--- src/rtl/cbo_dec_pkg.sv ---
package cbo_dec_pkg;
  localparam int ILEN_DEF   = 32;
  localparam int NUM_CBO    = 4;
  localparam int NUM_CLS    = NUM_CBO + 2;
  localparam int REG_W      = 5;
  localparam int OPC_LO     = 0;
  localparam int OPC_W      = 7;
  localparam int RD_LO      = 7;
  localparam int F3_LO      = 12;
  localparam int F3_W       = 3;
  localparam int RS1_LO     = 15;
  localparam int SEL_LO     = 20;
  localparam int TOP_LO     = 25;
  localparam int TOP_W      = 7;

  localparam logic [OPC_W-1:0] OPC_MISCMEM = 7'b0001111;
  localparam logic [OPC_W-1:0] OPC_OPIMM   = 7'b0010011;
  localparam logic [F3_W-1:0]  F3_CBO      = 3'b010;
  localparam logic [F3_W-1:0]  F3_ORI      = 3'b110;

  localparam int CLS_QLOAD = NUM_CBO;
  localparam int CLS_OTHER = NUM_CBO + 1;

  // Operation code in bits [24:20] for class index 0..3
  function automatic logic [REG_W-1:0] cboSelCode(input int idx);
    case (idx)
      0:       return 5'b00001;
      1:       return 5'b00010;
      2:       return 5'b00000;
      default: return 5'b00100;
    endcase
  endfunction

  function automatic logic cboUsesZeroGroup(input int idx);
    return (idx == 3);
  endfunction

  typedef struct packed {
    logic               slotHit;
    logic [NUM_CBO-1:0] patHit;
    logic [NUM_CBO-1:0] patEnabled;
    logic               oriHint;
  } cbo_strobe_t;
endpackage

--- src/rtl/cbo_dec_ctrl.sv ---
module cbo_dec_ctrl
  import cbo_dec_pkg::*;
#(
  parameter int ILEN = ILEN_DEF
) (
  input  logic [ILEN-1:0] instrWord,
  input  logic            mgmtEn,
  input  logic            zeroEn,
  output cbo_strobe_t     strobes
);
  logic [OPC_W-1:0] opcField;
  logic [REG_W-1:0] rdField;
  logic [F3_W-1:0]  f3Field;
  logic [REG_W-1:0] selField;
  logic [TOP_W-1:0] topField;
  logic             fixedBase;

  assign opcField = instrWord[OPC_LO +: OPC_W];
  assign rdField  = instrWord[RD_LO +: REG_W];
  assign f3Field  = instrWord[F3_LO +: F3_W];
  assign selField = instrWord[SEL_LO +: REG_W];
  assign topField = instrWord[TOP_LO +: TOP_W];

  assign strobes.slotHit = (opcField == OPC_MISCMEM) && (f3Field == F3_CBO);
  assign fixedBase = strobes.slotHit && (rdField == '0) && (topField == '0);

  for (genvar g = 0; g < NUM_CBO; g++) begin : g_pat
    assign strobes.patHit[g]     = fixedBase && (selField == cboSelCode(g));
    if (cboUsesZeroGroup(g)) begin : g_zero
      assign strobes.patEnabled[g] = zeroEn;
    end else begin : g_mgmt
      assign strobes.patEnabled[g] = mgmtEn;
    end
  end

  assign strobes.oriHint = (opcField == OPC_OPIMM) && (f3Field == F3_ORI)
                           && (rdField == '0);

  always_comb begin
    assert_single_pattern_R1: assert ($onehot0(strobes.patHit))
      else $error("more than one fixed pattern matched");
    assert_pattern_in_slot_R1: assert (!(|strobes.patHit) || strobes.slotHit)
      else $error("fixed pattern outside its slot");
  end
endmodule

--- src/rtl/cbo_dec_dp.sv ---
module cbo_dec_dp
  import cbo_dec_pkg::*;
#(
  parameter int ILEN = ILEN_DEF
) (
  input  logic [ILEN-1:0]    instrWord,
  input  cbo_strobe_t        strobes,
  output logic [NUM_CLS-1:0] opClass,
  output logic [REG_W-1:0]   rs1Idx,
  output logic               hintNop,
  output logic               quadLoad,
  output logic               illegalOp
);
  logic [NUM_CBO-1:0] liveOps;
  logic [NUM_CBO-1:0] blockedOps;
  logic               anyPattern;
  logic               fallThrough;

  assign liveOps     = strobes.patHit & strobes.patEnabled;
  assign blockedOps  = strobes.patHit & ~strobes.patEnabled;
  assign anyPattern  = |strobes.patHit;
  assign fallThrough = strobes.slotHit && !anyPattern;

  always_comb begin
    opClass                = '0;
    opClass[NUM_CBO-1:0]   = liveOps;
    opClass[CLS_QLOAD]     = fallThrough;
    opClass[CLS_OTHER]     = !(|liveOps) && !fallThrough;
  end

  assign rs1Idx    = (|liveOps) ? instrWord[RS1_LO +: REG_W] : '0;
  assign hintNop   = strobes.oriHint;
  assign quadLoad  = fallThrough;
  assign illegalOp = |blockedOps;

  always_comb begin
    assert_class_onehot_R2: assert ($onehot(opClass))
      else $error("opClass not one-hot");
    assert_no_illegal_qload_R4: assert (!(illegalOp && quadLoad))
      else $error("illegal word fell through to quad-load");
    assert_hint_is_other_R7: assert (!hintNop || (opClass[CLS_OTHER] && !illegalOp))
      else $error("hint decoded as something other than a no-op");
    assert_rs1_only_live_R6: assert ((rs1Idx == '0) || (|opClass[NUM_CBO-1:0]))
      else $error("rs1 index driven without a recognised op");
  end
endmodule

--- src/rtl/cbo_op_decoder.sv ---
module cbo_op_decoder
  import cbo_dec_pkg::*;
#(
  parameter int ILEN = ILEN_DEF
) (
  input  logic [ILEN-1:0]    instrWord,
  input  logic               mgmtEn,
  input  logic               zeroEn,
  output logic [NUM_CLS-1:0] opClass,
  output logic [REG_W-1:0]   rs1Idx,
  output logic               hintNop,
  output logic               quadLoad,
  output logic               illegalOp
);
  cbo_strobe_t strobes;

  cbo_dec_ctrl #(.ILEN(ILEN)) u_ctrl (
    .instrWord (instrWord),
    .mgmtEn    (mgmtEn),
    .zeroEn    (zeroEn),
    .strobes   (strobes)
  );

  cbo_dec_dp #(.ILEN(ILEN)) u_dp (
    .instrWord (instrWord),
    .strobes   (strobes),
    .opClass   (opClass),
    .rs1Idx    (rs1Idx),
    .hintNop   (hintNop),
    .quadLoad  (quadLoad),
    .illegalOp (illegalOp)
  );
endmodule

--- config.mk ---
export PLATFORM = sky130hd
export DESIGN_NAME = cbo_op_decoder
export DESIGN_NICKNAME = d
export VERILOG_FILES = /design/src/rtl/cbo_dec_pkg.sv /design/src/rtl/cbo_dec_ctrl.sv /design/src/rtl/cbo_dec_dp.sv /design/src/rtl/cbo_op_decoder.sv
export SDC_FILE = /design/constraint.sdc
export NUM_CORES = 1
export LEC_CHECK = 0
export ABC_AREA = 1
export BUFFER_PORTS_ARGS = -buffer_cell sky130_fd_sc_hd__clkbuf_2
export CAP_MARGIN = 10
export CORE_AREA = 3 3 40 42
export DETAILED_ROUTE_END_ITERATION = 12
export DIE_AREA = 0 0 43 45
export PLACE_DENSITY = 0.9
export SLEW_MARGIN = 30
export SYNTH_ARGS = -nofsm -noshare
export SYNTH_HDL_FRONTEND = slang
export SYNTH_SLANG_ARGS = --single-unit
export TNS_END_PERCENT = 50
--- constraint.sdc ---
create_clock -name vclk -period 2.3
set_input_delay 0.23 -clock vclk [all_inputs]
set_output_delay 0.23 -clock vclk [all_outputs]
set_load 0.02 [all_outputs]
### Yosys cells after proc, flatten, opt, wreduce, memory -nomap -nowiden

Cells that the tools add are included.

* eq/ne operators: 7
* multiplexer cells: 1
* bitwise gates (word level): 3
* reduce and logical (&&, ||, !) cells: 20

Operators by type and width (count)
* 4-bit OR reduction: 3
* 1-bit logical AND: 11
* 5-bit logical NOT: 2
* 4-bit bitwise AND: 2
* 7-bit by 4-bit equality test with 1-bit output (second input constant): 1
* 7-bit by 5-bit equality test with 1-bit output (second input constant): 1
* 7-bit logical NOT: 1
* 5-bit by 1-bit equality test with 1-bit output (second input constant): 1
* 5-bit by 2-bit equality test with 1-bit output (second input constant): 1
* 5-bit by 3-bit equality test with 1-bit output (second input constant): 1
* 5-bit two-way mux: 1
* 4-bit NOT: 1
* 3-bit by 2-bit equality test with 1-bit output (second input constant): 1
* 3-bit equality test (second input constant): 1
* 1-bit logical NOT: 3

* flip-flop bits (word level): 0
* input bits: 34
* output and inout port bits: 14
* logic and storage cells: 31

### Longest topological paths before layout

* depth in word-level cells: 10
* gate-level depth with buffers: 9
* mapped depth without buffers: 9

### By module

Synthesis repeated with hierarchy kept, for this count alone.

* cells, all modules: 88
* area total of the unflattened synthesis: 410.4 sq um

Modules (own cells, without submodules)
* cbo_dec_ctrl: times used 1, cells an instance 46, area each 222.7 sq um, sequential area each 0.0 sq um
* cbo_dec_dp: times used 1, cells an instance 42, area each 187.7 sq um, sequential area each 0.0 sq um

### Worst setup path before layout

No wires, ideal clock.

* kind: input to output
* from: in instrWord[29]
* to: out opClass[4]
* arrival: 1.249 ns
* data required time: 2.070 ns
* slack: 0.821 ns
* stages on the path: 9
* buffers on the path: 1
* cells stage by stage: inv_1 > nand3b_1 > nor2_1 > nand2_1 > nor2_4 > o21ai_1 > nand2_1 > nor2_1 > buf_4

* cells in the longest elaborated chain, start to end: 6
* elaborated cells between the ends (all ways): 9
* those cells by class: reduce/logical: 9

RTL lines
* from (decl): line cbo_op_decoder.sv:6 `input logic [ILEN-1:0] instrWord,`
* 7-bit logical NOT *: line cbo_dec_ctrl.sv:25 `assign fixedBase = strobes.slotHit && (rdField == '0) && (topField == '0);`
* 1-bit logical AND *: line cbo_dec_ctrl.sv:25
* 1-bit logical AND: line cbo_dec_ctrl.sv:28 `assign strobes.patHit[g] = fixedBase && (selField == cboSelCode(g));`
* 4-bit OR reduction *: line cbo_dec_dp.sv:21 `assign anyPattern = |strobes.patHit;`
* 1-bit logical NOT *: line cbo_dec_dp.sv:22 `assign fallThrough = strobes.slotHit && !anyPattern;`
* 1-bit logical AND *: line cbo_dec_dp.sv:22
* to (decl): line cbo_op_decoder.sv:9 `output logic [NUM_CLS-1:0] opClass,`

Mark *: on every way between the ends. The rest lies on a longest branch, timed or not.

### Final worst setup path

* from: in instrWord[8]
* to: out rs1Idx[0]

* cells in the longest elaborated chain, start to end: 7
* elaborated cells between the ends (all ways): 10
* those cells by class: mux: 1; bitwise: 1; reduce/logical: 8

RTL lines
* 5-bit logical NOT *: line cbo_dec_ctrl.sv:25
* 1-bit logical AND * (2 in a row): line cbo_dec_ctrl.sv:25
* 1-bit logical AND: line cbo_dec_ctrl.sv:28
* 4-bit bitwise AND *: line cbo_dec_dp.sv:19 `assign liveOps = strobes.patHit & strobes.patEnabled;`
* 4-bit OR reduction *: line cbo_dec_dp.sv:31 `assign rs1Idx = (|liveOps) ? instrWord[RS1_LO +: REG_W] : '0;`
* 5-bit two-way mux *: line cbo_dec_dp.sv:31
* to (decl): line cbo_op_decoder.sv:10 `output logic [REG_W-1:0] rs1Idx,`

Marks and branches as above.

==> results.yml <==
status:
  run_status: "finished, final reports clean"
layout:
  register_area_um2: 0
  nNetsFinal: 176
  seq_cells: 0
  drive_above_1_share_pct: 50.0
  synthToLayoutAreaGrowth_pct: 54.0
  num-clock-buffers: 0
  n_antenna_cell: 0
worst_setup_path:
  cp-end-kind: "primary output"
  path_class: "input pin to primary output"
  path_max_fanout: 7
  path_cells: "clkbuf_2 -> nor2_2 -> nand2_1 -> nor2_1 -> nand2_1 -> nor2_4 -> nand3_2 -> nand2_2 -> nor2_4 -> nor2_2 -> clkbuf_2"
  crit_required_ps: 2070
  cp.arrival_ps: 1400
  cpPeakStageDelay_ps: 190
  critPathSlowestCell: "clkbuf_2"
  critPathLaunchType: "input pin"
synth:
  seq_area_frac_synth_pct: 0
  syn_nets: 127
  yosysTopAreaCell: "inv_1"
  synth.area.top_cells: "inv_1, nand2_1, nor2_1, nor2_2, nand3_2"
  synth_area_um2: 465
  synth_cells: 93
  avgSynthCellArea_um2: 5.00
  yosysWarnings: 0
  synth_top_area_share_pct: 17.7
  synth_cell_types: 17
sta:
  fmax_ghz: 0.612
  rsz0062_at_grt: "no"
  fin_hold_ws_ps: 763
  worstMarginPinSlew_ps: 259
  layout_min_cycle_time_ps: 1630
  finalHoldViolations: 0
  setup_viol: 0
  max_slew_margin_pct: 82.6
  setup_tns_ps: 0
  slew_violations: 0
  period_share_pct: 71.0
route:
  drt-met1-wl_um: 497
  first_iter_violations: 2
  dr.pass1.iters: 4
  wl_met2_um: 754
  vias: 667
  top_layer: "met3"
  viasPerCell: 4.30
  wl_per_cell_um: 8.75
  drc: 0
  wl_met3_um: 104
  drt_wl_total_mm: 1.36
  drtAntennaViolNets: 0
floorplanning:
  die_w_um: 43
  start_util_pct: 36.2
  core_area_mm2: 0.00128
  rows: 13
  fp.dieH_um: 45
  die-area_mm2: 0.00194
  ios: 48
place:
  gp_congestion: 0.693
  dp_hpwl_mm: 1.32
  port_buffers: 48
global_routing:
  grt_pass1_wl_mm: 2.26
  grt_max_degree: 8
  grt_usage_pct: 14.3
  grt_pass1_vias: 588
  grt-ovfl-total: 0
  antenna_found_initial: 0
clocking:
  cts_setup_buffers: 0
  hold_buffers: 0
  postCtsResizedCells: 0
run:
  cap_viol_max_count: 0
power_and_ir_drop:
  vdd.ir_drop.worst_v: 0.0000450
  powerDensity_mw_per_mm2: 87.3
  p_leak_nw: 0.472
hold_path:
  hold_class: "input pin to primary output"
final timing paths:
path | endpoint | startpoint | slack [ps] | depth (start not counted)
hold / removal | rs1Idx[4] | instrWord[19] | 760 | 4
setup / recovery | rs1Idx[0] | instrWord[8] | 670 | 11
critical path: cells and delay by family:
| family | cells | cell delay (ps) |
|---|---|---|
| buf+inv | 2 | 280 |
| simple gates | 9 | 910 |
routing by layer:
metal | track usage [%] | vias up
met5 | 0 | -
li1 | - | 374
met4 | 0 | 0
met3 | 0 | 0
met2 | 31.4 | 25
met1 | 16.0 | 268
cell usage in the layout (no fill, tap or decap), drive strengths merged:
cell	n
clkbuf	48
nand3b	2
nor4	2
nor3	1
nand4	3
inv	26
nor2	26
nand3	6
o21ai	2
o211ai	1
nand2	23
cell families (layout without fill, tap and decap cells):
logic type / after synthesis / count (layout) / synth area share (%)
and+or+nand+nor: 63 / 63 / 73.7
buffers and inverters: 27 / 74 / 22.6
AOI/OAI and AO/OA: 3 / 3 / 3.76
synth_stat cells:
| library cell | n |
|---|---|
| nor4_1 | 1 |
| nor3_1 | 1 |
| nand2_2 | 2 |
| nor2_2 | 9 |
| nor2_4 | 2 |
| inv_2 | 4 |
| nor4_4 | 1 |
| inv_1 | 22 |
| nand3_1 | 2 |
| buf_4 | 1 |
| nor2_1 | 15 |
| o21ai_1 | 2 |
| nand3_2 | 4 |
| nand2_1 | 21 |
| nand3b_1 | 2 |
| o211ai_1 | 1 |
| nand4_1 | 3 |
through the flow:
step	area, um2	util (%)	instances	setup WS (ps)	total power, mW
4_1_cts	717	55.8	155	655	0.0635
2_1_floorplan	465	-	93	821	0.0247
3_3_place_gp	717	55.8	155	744	0.0599
6_report	717	55.8	155	666	0.0626
3_5_place_dp	717	55.8	155	654	0.0632
5_1_grt	717	55.8	155	531	0.0724
power by group:
group,internal (mW),switching (mW),total [mW]
sequential,0,0,0
combinational,0.0304,0.0322,0.0626
clock,0,0,0
total,0.0304,0.0322,0.0626
final cells by class:
| cell class | count | area [um2] |
|---|---|---|
| fill | 147 | 568 |
| inverter | 26 | 97.6 |
| multi-input combinational | 66 | 360 |
| tap | 15 | 18.8 |
| timing repair buffer | 48 | 240 |
Note: power is estimated with default switching activity, not from simulation.
